$ cat config.mk
export PLATFORM = sky130hd
export DESIGN_NAME = pacc_top
export DESIGN_NICKNAME = d
export VERILOG_FILES = /design/src/rtl/pacc_pkg.sv /design/src/rtl/pacc_prescaler.sv /design/src/rtl/pacc_qualifier.sv /design/src/rtl/pacc_count.sv /design/src/rtl/pacc_top.sv
export SDC_FILE = /design/constraint.sdc
export NUM_CORES = 1
export LEC_CHECK = 0
export ABC_CLOCK_PERIOD_IN_PS = 3400
export BUFFER_PORTS_ARGS = -buffer_cell sky130_fd_sc_hd__buf_2
export CAP_MARGIN = 20
export CORE_UTILIZATION = 57
export DETAILED_ROUTE_END_ITERATION = 6
export PLACE_DENSITY = 0.83
export SYNTH_ARGS = -nofsm -noshare
export SYNTH_HDL_FRONTEND = slang
export SYNTH_SLANG_ARGS = --single-unit
$ cat constraint.sdc
create_clock -name clk -period 3.4 [get_ports clk]
set_input_delay 0 -clock clk [delete_from_list [all_inputs] [get_ports clk]]
set_output_delay 0 -clock clk [all_outputs]
set_load 0.02 [all_outputs]
$ cat src/rtl/pacc_pkg.sv
package pacc_pkg;

    localparam int unsigned LANE_W     = 8;
    localparam int unsigned LANES      = 2;
    localparam int unsigned PRESCALE   = 64;
    localparam int unsigned CTRL_W     = 7;
    localparam int unsigned CNT_BASE   = 2;

    typedef struct packed {
        logic ovf_ie;
        logic in_ie;
        logic sat;
        logic cascade;
        logic pol;
        logic gated;
        logic en;
    } pacc_ctrl_t;

    typedef enum logic [1:0] {
        REG_CTRL  = 2'd0,
        REG_CLEAR = 2'd1
    } pacc_reg_t;

    typedef struct packed {
        logic ovf;
        logic inp;
    } pacc_flags_t;

    // polarity 0 selects the falling transition, 1 the rising one
    function automatic logic edge_match(logic prev, logic cur, logic pol);
        return pol ? (!prev && cur) : (prev && !cur);
    endfunction

    // polarity 0 counts while high, 1 counts while low
    function automatic logic level_open(logic cur, logic pol);
        return cur ^ pol;
    endfunction

endpackage

$ cat src/rtl/pacc_prescaler.sv
module pacc_prescaler #(
    parameter int unsigned DIV = 64
) (
    input  logic clk,
    input  logic rst,
    output logic tick
);
    generate
        if (DIV > 1) begin : g_div
            localparam int unsigned PW = $clog2(DIV);
            logic [PW-1:0] phase_q;

            always_ff @(posedge clk) begin
                if (rst)       phase_q <= '0;
                else if (tick) phase_q <= '0;
                else           phase_q <= phase_q + 1'b1;
            end

            assign tick = (phase_q == PW'(DIV - 1));

            AST_TICK_SPACING: assert property (@(posedge clk) disable iff (rst)
                tick |=> !tick);
        end else begin : g_nodiv
            assign tick = 1'b1;
        end
    endgenerate
endmodule

$ cat src/rtl/pacc_qualifier.sv
module pacc_qualifier
    import pacc_pkg::*;
(
    input  logic clk,
    input  logic rst,
    input  logic pin,
    input  logic en,
    input  logic gated,
    input  logic pol,
    input  logic tick,
    output logic inc,
    output logic in_evt
);
    logic pin_q;
    logic hit;

    always_ff @(posedge clk) begin
        if (rst) pin_q <= 1'b0;
        else     pin_q <= pin;
    end

    always_comb begin
        hit    = edge_match(pin_q, pin, pol);
        in_evt = en && hit;
        if (gated) inc = en && tick && level_open(pin, pol);
        else       inc = en && hit;
    end
endmodule

$ cat src/rtl/pacc_count.sv
module pacc_count #(
    parameter int unsigned LANE_W = 8,
    parameter int unsigned LANES  = 2,
    localparam int unsigned CNT_W = LANE_W * LANES
) (
    input  logic              clk,
    input  logic              rst,
    input  logic              inc,
    input  logic              cascade,
    input  logic              sat,
    input  logic [LANES-1:0]  lane_wr,
    input  logic [LANE_W-1:0] wr_data,
    output logic [CNT_W-1:0]  count,
    output logic              wrap
);
    logic [LANES-1:0][LANE_W-1:0] lane_q;
    logic [LANES-1:0]             all_ones;
    logic [LANES-1:0]             carry;
    logic                         any_wr;
    logic                         limit;
    logic                         step;

    assign any_wr = |lane_wr;
    assign limit  = cascade ? (&all_ones) : all_ones[0];
    assign step   = inc && !any_wr && !(sat && limit);
    assign wrap   = inc && !any_wr && !sat && limit;
    assign count  = lane_q;

    generate
        for (genvar i = 0; i < LANES; i++) begin : g_lane
            assign all_ones[i] = &lane_q[i];

            if (i == 0) begin : g_first
                assign carry[i] = step;
            end else begin : g_chain
                assign carry[i] = cascade && carry[i-1] && all_ones[i-1];
            end

            always_ff @(posedge clk) begin
                if (rst)             lane_q[i] <= '0;
                else if (lane_wr[i]) lane_q[i] <= wr_data;
                else if (carry[i])   lane_q[i] <= lane_q[i] + 1'b1;
            end
        end

        if (LANES > 1) begin : g_upper_chk
            AST_UPPER_STILL: assert property (@(posedge clk) disable iff (rst)
                (!cascade && !any_wr) |=> $stable(lane_q[LANES-1]));
        end
    endgenerate

    AST_SAT_STICKS: assert property (@(posedge clk) disable iff (rst)
        (inc && sat && limit && !any_wr) |=> (lane_q == $past(lane_q)));

    AST_WRAP_LOW_ZERO: assert property (@(posedge clk) disable iff (rst)
        wrap |=> (lane_q[0] == '0));
endmodule

$ cat src/rtl/pacc_top.sv
module pacc_top
    import pacc_pkg::*;
#(
    parameter int unsigned LANE_W   = pacc_pkg::LANE_W,
    parameter int unsigned LANES    = pacc_pkg::LANES,
    parameter int unsigned PRESCALE = pacc_pkg::PRESCALE,
    localparam int unsigned CNT_W   = LANE_W * LANES,
    localparam int unsigned ADDR_W  = $clog2(LANES + CNT_BASE)
) (
    input  logic              clk,
    input  logic              rst,
    input  logic              pin,
    input  logic              latch_stb,
    input  logic              wr_en,
    input  logic [ADDR_W-1:0] wr_addr,
    input  logic [LANE_W-1:0] wr_data,
    output logic [CNT_W-1:0]  count,
    output logic [CNT_W-1:0]  hold,
    output logic              in_flag,
    output logic              ovf_flag,
    output logic              in_irq,
    output logic              ovf_irq
);
    pacc_ctrl_t       ctrl_q;
    pacc_flags_t      flags_q;
    pacc_flags_t      clr;
    logic [CNT_W-1:0] hold_q;
    logic [LANES-1:0] lane_wr;
    logic             tick;
    logic             inc;
    logic             in_evt;
    logic             wrap;
    logic             ctrl_wr;

    assign ctrl_wr = wr_en && (wr_addr == ADDR_W'(REG_CTRL));
    assign clr.inp = wr_en && (wr_addr == ADDR_W'(REG_CLEAR)) && wr_data[0];
    assign clr.ovf = wr_en && (wr_addr == ADDR_W'(REG_CLEAR)) && wr_data[1];

    generate
        for (genvar i = 0; i < LANES; i++) begin : g_wsel
            assign lane_wr[i] = wr_en && (wr_addr == ADDR_W'(CNT_BASE + i));
        end
    endgenerate

    pacc_prescaler #(.DIV(PRESCALE)) u_pre (
        .clk  (clk),
        .rst  (rst),
        .tick (tick)
    );

    pacc_qualifier u_qual (
        .clk    (clk),
        .rst    (rst),
        .pin    (pin),
        .en     (ctrl_q.en),
        .gated  (ctrl_q.gated),
        .pol    (ctrl_q.pol),
        .tick   (tick),
        .inc    (inc),
        .in_evt (in_evt)
    );

    pacc_count #(.LANE_W(LANE_W), .LANES(LANES)) u_cnt (
        .clk     (clk),
        .rst     (rst),
        .inc     (inc),
        .cascade (ctrl_q.cascade),
        .sat     (ctrl_q.sat),
        .lane_wr (lane_wr),
        .wr_data (wr_data),
        .count   (count),
        .wrap    (wrap)
    );

    always_ff @(posedge clk) begin
        if (rst) begin
            ctrl_q  <= '0;
            flags_q <= '0;
            hold_q  <= '0;
        end else begin
            if (ctrl_wr)   ctrl_q <= pacc_ctrl_t'(wr_data[CTRL_W-1:0]);
            if (latch_stb) hold_q <= count;
            flags_q.inp <= (flags_q.inp && !clr.inp) || in_evt;
            flags_q.ovf <= (flags_q.ovf && !clr.ovf) || wrap;
        end
    end

    assign hold     = hold_q;
    assign in_flag  = flags_q.inp;
    assign ovf_flag = flags_q.ovf;
    assign in_irq   = flags_q.inp && ctrl_q.in_ie;
    assign ovf_irq  = flags_q.ovf && ctrl_q.ovf_ie;

    AST_HOLD_COPY: assert property (@(posedge clk) disable iff (rst)
        latch_stb |=> (hold == $past(count)));

    AST_DISABLED_FROZEN: assert property (@(posedge clk) disable iff (rst)
        (!ctrl_q.en && !(|lane_wr)) |=> $stable(count));

    AST_NO_FLAG_WHEN_OFF: assert property (@(posedge clk) disable iff (rst)
        (!ctrl_q.en && !in_flag) |=> !in_flag);

    AST_CLEAR_WORKS: assert property (@(posedge clk) disable iff (rst)
        (clr.inp && !in_evt) |=> !in_flag);

    AST_GATE_QUIET: assert property (@(posedge clk) disable iff (rst)
        (ctrl_q.en && ctrl_q.gated && !tick && !(|lane_wr)) |=> $stable(count));
endmodule

==> results of run 1 <==
-- registers in the layout (all words and copies together), names as in the netlist --
register,cells
ctrl_q,7
ovf_flag,1
u_cnt.count,16
in_flag,1
hold,16
u_qual.pin_q,1
u_pre.g_div.phase_q,6
-- worst max-delay path: stages --
cell           delay, ns
dlygate4sd3_1       0.54
buf_2               0.15
or3b_1              0.38
a21o_1              0.20
a21o_1              0.32
or4_1               0.54
a311oi_1            0.27
-- metrics by stage --
stage / power [mW] / hold slack, ns / utilization (%)
3_5_place_dp: 0.7773 / 0.2935 / 66.51
2_1_floorplan: 0.7264 / 0.1282 / -
6_report: 1.105 / 0.009642 / 69.45
4_1_cts: 1.114 / 0.001717 / 69.45
3_3_place_gp: 0.7741 / 0.2739 / 66.51
5_1_grt: 1.164 / 0.01091 / 69.45
-- layer usage --
| metal | up-vias | GRT usage, % | share of wire, % |
|---|---|---|---|
| met2 | 77 | 40.59 | 45 |
| met4 | 0 | 13.32 | 3.1 |
| met5 | - | 0 | 0 |
| met1 | 961 | 34.88 | 46 |
| met3 | 16 | 4.167 | 6.0 |
| li1 | 1026 | - | - |
-- how the worst max path moves through the flow --
stage / end / cells after the start / slack, ns
2_1_floorplan: u_cnt.count[6]$_SDFFE_PP0P_ / 7 / 1.29
3_3_place_gp: u_cnt.count[14]$_SDFFE_PP0P_ / 5 / 1.32
5_1_grt: u_cnt.count[3]$_SDFFE_PP0P_ / 6 / 1.04
6_report: u_cnt.count[6]$_SDFFE_PP0P_ / 7 / 1.21
3_5_place_dp: u_cnt.count[6]$_SDFFE_PP0P_ / 6 / 1.24
4_1_cts: u_cnt.count[6]$_SDFFE_PP0P_ / 6 / 1.21
-- cell type report --
type,instances,area [µm²]
multi-input combinational,187,1196
fill,310,1144
sequential,48,960.9
timing repair buffer,53,277.8
clock buffer,8,90.09
tap,48,60.06
inverter,4,15.01
-- cell usage in the layout (no fill, tap or decap), types with 4 or more instances in the layout --
cell / instances
o31ai_1: 7
nand4_1: 6
or4_1: 6
a21oi_1: 5
inv_1: 4
clkbuf_8: 6
and3_1: 5
a31oi_1: 4
a311oi_1: 5
o21ai_0: 13
and2_1: 5
dfxtp_1: 48
nand2_1: 10
buf_2: 50
mux2i_1: 22
nor2_1: 42
nand3_1: 13
-- kinds of logic after synthesis --
logic type	share of synthesized area (%)
compound gates	15.01
xor+xnor	1.924
fa+ha+maj	1.649
buf+inv	5.222
flops	42.22
mux	9.676
simple gates	24.30
-- power groups by stage --
| stage | combinational, mW | clock, mW | sequential (mW) |
|---|---|---|---|
| after detailed placement | 0.144 | 0 | 0.633 |
| after global routing | 0.160 | 0.379 | 0.626 |
| final | 0.147 | 0.337 | 0.621 |
| after floorplan | 0.0753 | 0 | 0.651 |
| after CTS | 0.147 | 0.347 | 0.620 |
| after global placement | 0.142 | 0 | 0.632 |
==> impl_results.md, run 1 <==
- Outcome: finished, final reports clean
- Die Wd: 65.19 µm
- PwrDens: 425.1 nW/µm²
- Max Root-Sink Buffers: 2
- Drt wl/cell: 14.86 µm
- Layout cells sized above 1: 20.00%
- Synth area leaders: dfxtp_1 42%, mux2i_1 9.7%, nor2_1 6.9%
- Yosys top cell by area: dfxtp_1
- Setup WS pre-CTS: 1.237 ns
- # DRC: 0
- Inserted Diodes: 0
- Die ar.: 4250 µm²
- Max cap viols: 0
- Final count of hold timing violations: 0
- Starting DRC count in detailed routing: 191
- Initial core utilization: 60.80%
- Least-Margin Pin Slew: 0.6494 ns
- Syn_nets: 272
- Fmax: 456.2 MHz
- Synth cell count leaders: 48 x dfxtp_1, 42 x nor2_1, 22 x mux2i_1
- # H-tree levels: 2
- Synth Area per Inst: 8.960 µm²
- Number of synthesis warnings: 0
- Slew margin rel.: 56.70%
- Switching power: 0.2914 mW
- Setup CP Type: input pin to register
- Post-synth EDFFs: 0
- Total placed instance area: 2490 µm²
- Switch share: 26.36%
- I/O Buffers: 50
- Detail Placement HPWL: 3618 µm
- Min-Delay Endpoint: ctrl_q[5]$_SDFFE_PP0P_
- Cell Area, Synth: 2276 µm²
- Nets: 317
- Pins over their slew limit: 0
- Post-CTS setup buffers: 0
- Internal power: 0.8139 mW
- Leakage: 1.084 nW
- Via density: 5.977
- Final setup fails: 0
- Post-synth top flop: dfxtp_1
- Combinational share of power: 13.3%
- Fraction of registers with async set/reset: 0%
- Clock Latency Late Sink: 0.30 ns
- Ratio of final minimum period to clock period: 64.47%
- Via count: 2080
- Dpl cells: 338
- Design area: 2600 µm²
- I/O pin cnt: 51
- Hold Buf Count CTS: 2
- Final Skew: 0.003421 ns
- FF-to-FF Start: u_pre.g_div.phase_q[0]$_SDFF_PP0_
- Total global-route track usage: 26.16%
- R2R setup slack: 1.21 ns
- Clock root cell: clkbuf_8
- FF-to-FF End: u_cnt.count[6]$_SDFFE_PP0P_
- RSZ-0062 raised after global routing: no
- Worst-path clk slew: 0.08 ns
- Number of global-route vias before repair: 1869
- Worst r2r path cells: 6
- Row cnt: 22
- DRT Pass-1 Iters: 4
- Max VDD drop: 0.0003014 V
- First-pass GRT wire length: 8514 µm
- Cts repair resizes: 0
- Hold Startpoint: wr_data[5]
- Die Y: 65.19 µm
- Routability cong.: 0.8491
- Syn-to-layout area delta: 14.24%
- Initial antenna violation count: 0
- Worst Path Required: 3.61 ns
- Critical Path Fanout Max: 15
- Tmin final: 2.192 ns
- Setup TNS: 0 ns
- Count leader, synth: dfxtp_1
- CP Launch Point: pin
- CP endpoint kind: register
- Hold path cells: 3
- Post-DRT Antenna Nets: 0
- Core box area: 3744 µm²
- GRT Residual Overflow: 0
- Clk pwr share: 30.5%
- Distinct cells, synth: 44
- WP data arrival: 2.40 ns
- CTS buffer count: 5
- Largest net degree at the start of global routing: 36
- Mapped Cells: 254
- CTS tree: done
- Layout Cells excl Fill: 348
- Hold Crit Class: input pin to register
- Synth top area share: 42.22%
- Seq/Total Area, Yosys: 42.22%
- Startpoint types: input pin
- Total routed wirelength: 5172 µm
- Synthesis-stage register bit count: 48
- Reg power frac: 56.2%
- Worst Setup Slack, final: 1.208 ns
- TritonCTS Sinks: 48
Power figures use the tool's default switching activity.
==> inputs of run 2 (changes only) <==
--- a/config.mk
+++ b/config.mk
@@ -5,12 +5,12 @@
 export SDC_FILE = /design/constraint.sdc
 export NUM_CORES = 1
 export LEC_CHECK = 0
-export ABC_CLOCK_PERIOD_IN_PS = 3400
+export ABC_CLOCK_PERIOD_IN_PS = 2200
 export BUFFER_PORTS_ARGS = -buffer_cell sky130_fd_sc_hd__buf_2
 export CAP_MARGIN = 20
-export CORE_UTILIZATION = 57
+export CORE_UTILIZATION = 53
 export DETAILED_ROUTE_END_ITERATION = 6
-export PLACE_DENSITY = 0.83
+export PLACE_DENSITY = 0.78
 export SYNTH_ARGS = -nofsm -noshare
 export SYNTH_HDL_FRONTEND = slang
 export SYNTH_SLANG_ARGS = --single-unit
==> constraint.sdc (replaced) <==
create_clock -name clk -period 2.2 [get_ports clk]
set_input_delay 0 -clock clk [delete_from_list [all_inputs] [get_ports clk]]
set_output_delay 0 -clock clk [all_outputs]
set_load 0.02 [all_outputs]
==> run 2 against run 1 <==
  * Non-clock buffer count rose by 9
  * Final area up 4.5%
  * Clock-buffer cell count fell by 1
  * Total power grew 59%
  * Final cell count is 3.2% higher
  * Sequential power increased by 54%
  * First-iteration DRC count is 7.3% higher
  * Routed wire length increased by 4.8%
  * Critical path depth did not move
  * Critical endpoint is now u_cnt.count[14]$_SDFFE_PP0P_
  * Largest power group unchanged
==> impl_results.md, run 2 (synthesis results as in run 1) <==
- Final count of hold timing violations: 0 (unchanged)
- Commonest non-fill, non-tap cells in the layout: 50 x buf_2, 46 x dfxtp_1, 42 x nor2_1
- Routability cong.: 0.8530 (+0.46%)
- Max Root-Sink Buffers: 2 (unchanged)
- Worst-path cell chain: dlygate4sd3_1, buf_2, or3b_1, a21o_1, a211o_2, or4_1, o2111a_1
- Critical Path Fanout Max: 7 (-8)
- Die ar.: 4560 µm² (+7.3%)
- FF-to-FF Start: ctrl_q[2]$_SDFFE_PP0P_
- Total global-route track usage: 24.86% (-1.3 points)
- Die Wd: 67.53 µm (+3.6%)
- CTS buffer count: 5 (unchanged)
- CP Launch Point: pin
- Row cnt: 23 (+4.5%)
- CP endpoint kind: register
- Max cap viols: 0 (unchanged)
- Pins over their slew limit: 0 (unchanged)
- Slew margin rel.: 69.66% (+13 points)
- Outcome: finished, final reports clean
- Hold Startpoint: wr_data[1]
- Slowest-stage cell, CP: dlygate4sd3_1
- GRT Residual Overflow: 0 (unchanged)
- Number of global-route vias before repair: 1845 (-1.3%)
- DRT Pass-1 Iters: 4 (unchanged)
- Fmax: 466.7 MHz
- Ratio of final minimum period to clock period: 97.39%
- Core box area: 4058 µm² (+8.4%)
- Starting DRC count in detailed routing: 205 (+7.3%)
- Hold path cells: 3 (unchanged)
- CTS tree: done
- Crit-path max cell delay: 0.54 ns (about the same)
- Post-DRT Antenna Nets: 0 (unchanged)
- Syn-to-layout area delta: 19.35%
- # DRC: 0 (unchanged)
- Least-Margin Pin Slew: 0.4551 ns (-0.1944 ns)
- TritonCTS Sinks: 48 (unchanged)
- Worst Path Required: 2.39 ns (-1.22 ns)
- Clock root cell: clkbuf_8
- Critical path's top delay family: simple AND/OR/NAND/NOR gates
- R2R setup slack: 0.08 ns (-1.13 ns)
- Combinational share of power: 13.9% (+0.6 points)
- Layout cells sized above 1: 24.27% (+4.3 points)
- Initial antenna violation count: 0 (unchanged)
- Leakage: 1.134 nW (+4.7%)
- PwrDens: 646.3 nW/µm² (+52%)
- Clk pwr share: 31.6% (+1.1 points)
- WHS: 0.01659 ns (+0.006945 ns)
- Startpoint types: input pin
- Reg power frac: 54.5% (-1.7 points)
- First-pass GRT wire length: 8424 µm (-1.1%)
- Hold Crit Class: input pin to register
- Switch share: 26.42% (+0.062 points)
- Via count: 2120 (+1.9%)
- Internal power: 1.292 mW (+59%)
- Detail Placement HPWL: 3794 µm (+4.9%)
- Initial core utilization: 56.09% (-4.7 points)
- Most common cell after layout, fill and taps aside: buf_2
- Drt wl/cell: 15.09 µm (+1.6%)
- Final Skew: 0.006407 ns (+0.002986 ns)
- CP Buf/Inv Count: 2 (unchanged)
- Worst r2r path cells: 5 (-1)
- Clock Latency Late Sink: 0.30 ns (about the same)
- Via density: 5.905 (-1.2%)
- Tot Pwr: 1.755 mW (+59%)
- Final setup fails: 0 (unchanged)
- Largest net degree at the start of global routing: 22 (-39%)
- CP Depth: 7 (unchanged)
- Die Y: 67.53 µm (+3.6%)
- Setup TNS: 0 ns (unchanged)
- Inserted Diodes: 0 (unchanged)
- Worst-path clk slew: 0.08 ns (about the same)
- I/O Buffers: 50 (unchanged)
- Total routed wirelength: 5419 µm (+4.8%)
- Final core utilization: 66.94% (-2.5 points)
- Tmin final: 2.143 ns
- WP data arrival: 2.34 ns (-0.06 ns)
- Max VDD drop: 0.0004164 V (+38%)
- # H-tree levels: 2 (unchanged)
- I/O pin cnt: 51 (unchanged)
- Setup CP Type: input pin to register
- Nets: 327 (+3.2%)
- Switching power: 0.4638 mW (+59%)
## run 2: final timing paths
check,end
worst max register to register,u_cnt.count[14]$_SDFFE_PP0P_
worst min-delay path,ctrl_q[1]$_SDFFE_PP0P_
worst max-delay path,u_cnt.count[14]$_SDFFE_PP0P_
worst min register to register,u_pre.g_div.phase_q[0]$_SDFF_PP0_
## run 2: cell type report
cell class                      count  area, µm²
Inverter                            4      15.01
Sequential cell                    48      963.4
Tap cell                           50      62.56
Timing Repair Buffer               62      347.8
Clock buffer                        7      96.34
Multi-Input combinational cell    188       1231
Fill cell                         350       1341
## run 2: per-layer routing
layer	vias to the layer above	global-route usage [%]	share of wire [%]
li1	1047	-	-
met1	989	30.17	45
met2	80	42.95	48
met3	4	6.588	6.0
met4	0	6.383	0.72
met5	-	0	0
## run 2: worst reg2reg max path: stages, from the launching register on
cell	delay (ns)
dfxtp_1	0.34
or3b_1	0.39
a21o_1	0.22
a211o_2	0.41
or4_1	0.51
o2111a_1	0.15
## run 2: power by group through the flow
stage	registers (mW)	clock network [mW]	logic, mW
floorplan	1.01	0	0.116
global placement	0.972	0	0.231
detailed placement	0.973	0	0.235
CTS	0.953	0.566	0.240
global route	0.964	0.604	0.265
finish	0.956	0.555	0.244
## run 2: timing repair
action,CTS,global route
endpoints found under the setup margin,0,7
hold buffers,3,0
hold endpoints to repair,3,0
gates resized for setup,0,8
setup buffers,0,1
## run 2: metrics by stage
step | instances | setup WS (ns) | cell area (µm²)
after floorplan | 254 | 0.08947 | 2276
after global routing | 359 | -0.01528 | 2716
final | 359 | 0.05736 | 2716
after detailed placement | 347 | 0.04700 | 2545
after CTS | 357 | 0.01906 | 2671
after global placement | 347 | 0.1187 | 2545
==> inputs of run 3 (changes only) <==
--- a/config.mk
+++ b/config.mk
@@ -8,9 +8,10 @@
 export ABC_CLOCK_PERIOD_IN_PS = 2200
 export BUFFER_PORTS_ARGS = -buffer_cell sky130_fd_sc_hd__buf_2
 export CAP_MARGIN = 20
-export CORE_UTILIZATION = 53
+export CORE_UTILIZATION = 25
+export CTS_BUF_LIST = sky130_fd_sc_hd__clkbuf_8
 export DETAILED_ROUTE_END_ITERATION = 6
-export PLACE_DENSITY = 0.78
+export SLEW_MARGIN = 20
 export SYNTH_ARGS = -nofsm -noshare
 export SYNTH_HDL_FRONTEND = slang
 export SYNTH_SLANG_ARGS = --single-unit
==> run 3 against run 2 <==
  * Utilization fell by 36 points
  * Worst setup slack improved by 0.040 ns
  * Clock skew rose by 0.00091 ns
  * Sequential share of layout area fell by 0.43 points
  * Total power fell by 3.0%
  * Final area rose by 1.1%
  * Clock power fell by 10%
  * Sequential cell count did not move
  * Die area rose by 110%
  * Clock-buffer cell count fell by 2
  * Register-to-register slack improved by 0.02 ns
==> impl_results.md, run 3 (synthesis results as in run 1) <==
- Dpl cells: 407 (+17%)
- Hold path cells: 3 (unchanged)
- Detail Placement HPWL: 4594 µm (+21%)
- WHS: 0.006398 ns (-0.01019 ns)
- Least-Margin Pin Slew: 0.4835 ns (+0.02845 ns)
- Most common cell after layout, fill and taps aside: buf_2
- I/O pin cnt: 51 (unchanged)
- Leakage: 1.132 nW (-0.23%)
- Layout cells sized above 1: 24.27% (unchanged)
- Max Root-Sink Buffers: 2 (unchanged)
- Syn-to-layout area delta: 20.67%
- Core box area: 8763 µm² (+120%)
- Die Wd: 97.42 µm (+44%)
- Layout Cells excl Fill: 417 (+16%)
- First-pass GRT wire length: 9853 µm (+17%)
- Largest net degree at the start of global routing: 25 (+14%)
- Hold Startpoint: wr_data[3]
- Critical Path Fanout Max: 9 (+2)
- WP data arrival: 2.29 ns (-0.05 ns)
- Final setup fails: 0 (unchanged)
- Startpoint types: register
- Total global-route track usage: 12.88% (-12 points)
- Fill cell count: 953 (+170%)
- Total placed instance area: 2633 µm² (+3.4%)
- Ratio of final minimum period to clock period: 95.58% (-1.8 points)
- GRT Residual Overflow: 0 (unchanged)
- Final Skew: 0.007322 ns (+0.0009149 ns)
- Initial antenna violation count: 0 (unchanged)
- Max VDD drop: 0.0002309 V (-45%)
- Via count: 2133 (+0.61%)
- TritonCTS Sinks: 48 (unchanged)
- Setup WS pre-CTS: 0.04726 ns (+0.0002551 ns)
- # DRC: 0 (unchanged)
- Min-Delay Endpoint: ctrl_q[3]$_SDFFE_PP0P_
- Number of global-route vias before repair: 1880 (+1.9%)
- Commonest non-fill, non-tap cells in the layout: 51 x buf_2, 47 x dfxtp_1, 42 x nor2_1
- Tmin final: 2.103 ns (-0.03985 ns)
- Starting DRC count in detailed routing: 124 (-40%)
- CP endpoint kind: register
- Final core utilization: 31.34% (-36 points)
- Nets: 327 (unchanged)
- Routability cong.: 0.8177 (-4.1%)
- Via density: 5.115 (-13%)
- Inserted Diodes: 0 (unchanged)
- Hold Crit Class: input pin to register
- Tot Pwr: 1.703 mW (-3.0%)
- Die ar.: 9490 µm² (+110%)
- CTS buffer count: 5 (unchanged)
- Worst Path Required: 2.39 ns (about the same)
- # H-tree levels: 2 (unchanged)
- FF-to-FF End: u_cnt.count[12]$_SDFFE_PP0P_
- CTS tree: done
- Setup TNS: 0 ns (unchanged)
- PwrDens: 620.1 nW/µm² (-4.0%)
- DRT Pass-1 Iters: 4 (unchanged)
- Worst Setup Slack, final: 0.09721 ns (+0.03985 ns)
- Post-DRT Antenna Nets: 0 (unchanged)
- Setup CP Type: register to register
- Clock root cell: clkbuf_8
- Max cap viols: 0 (unchanged)
- Slew margin rel.: 67.77% (-1.9 points)
- Final count of hold timing violations: 0 (unchanged)
- Clock Latency Late Sink: 0.30 ns (about the same)
- Pins over their slew limit: 0 (unchanged)
- Outcome: finished, final reports clean
- Worst-path clk slew: 0.08 ns (about the same)
- R2R setup slack: 0.1 ns (+0.02 ns)
- FF-to-FF Start: u_pre.g_div.phase_q[1]$_SDFF_PP0_
- Initial core utilization: 25.97% (-30 points)
- Row cnt: 34 (+48%)
- Die Y: 97.42 µm (+44%)
- Design area: 2746 µm² (+1.1%)
- Worst r2r path cells: 7 (+2)
- Drt wl/cell: 15.06 µm (-0.25%)
- Total routed wirelength: 6279 µm (+16%)
- I/O Buffers: 50 (unchanged)
- Fmax: 475.6 MHz (+1.9%)
## run 3: final cells by class
class                   count  area [µm²]  area share [%]
multi-input cells         187        1209           44.01
flip-flops and latches     48       962.2           35.03
repair buffers             63       347.8           12.67
well taps                 108       135.1           4.920
clock buffers               5       68.82           2.506
inverters                   4       15.01          0.5467
clock inverters             2       8.758          0.3189
## run 3: routing by layer
layer | wire [µm] | vias to the layer above | GRT usage [%] | share of wire [%]
met2 | 3095 | 61 | 21.95 | 49
li1 | - | 1041 | - | -
met5 | 0 | - | 0 | 0
met3 | 302 | 4 | 3.022 | 4.8
met4 | 48 | 0 | 3.054 | 0.76
met1 | 2833 | 1027 | 16.39 | 45
## run 3: worst max path at each step
stage / from / endpoint / cells past startpoint
after floorplan: u_cnt.count[0]$_SDFFE_PP0P_ / u_cnt.count[6]$_SDFFE_PP0P_ / 7
after global placement: u_pre.g_div.phase_q[0]$_SDFF_PP0_ / u_cnt.count[6]$_SDFFE_PP0P_ / 6
after detailed placement: u_pre.g_div.phase_q[0]$_SDFF_PP0_ / u_cnt.count[6]$_SDFFE_PP0P_ / 6
after CTS: u_pre.g_div.phase_q[0]$_SDFF_PP0_ / u_cnt.count[6]$_SDFFE_PP0P_ / 6
after global routing: u_pre.g_div.phase_q[1]$_SDFF_PP0_ / u_cnt.count[6]$_SDFFE_PP0P_ / 8
final: u_pre.g_div.phase_q[1]$_SDFF_PP0_ / u_cnt.count[12]$_SDFFE_PP0P_ / 7
## run 3: power by group
group | internal (mW) | total [mW] | switching [mW]
combinational | 0.102 | 0.255 | 0.153
sequential | 0.910 | 0.951 | 0.0409
clock | 0.212 | 0.497 | 0.285
total | 1.22 | 1.70 | 0.479
## run 3: what timing repair did
action / CTS / global route
hold buffers: 1 / 0
endpoints found under the setup margin: 0 / 8
buffers inserted: 0 / 2
hold endpoints to repair: 1 / 0
resized for setup: 0 / 5
## run 3: worst max-delay path: stages (launching register included)
cell,delay [ns]
dfxtp_1,0.35
ha_2,0.21
and4_1,0.23
nand4_1,0.18
a211o_2,0.37
buf_4,0.17
nand2b_2,0.22
a32o_1,0.27
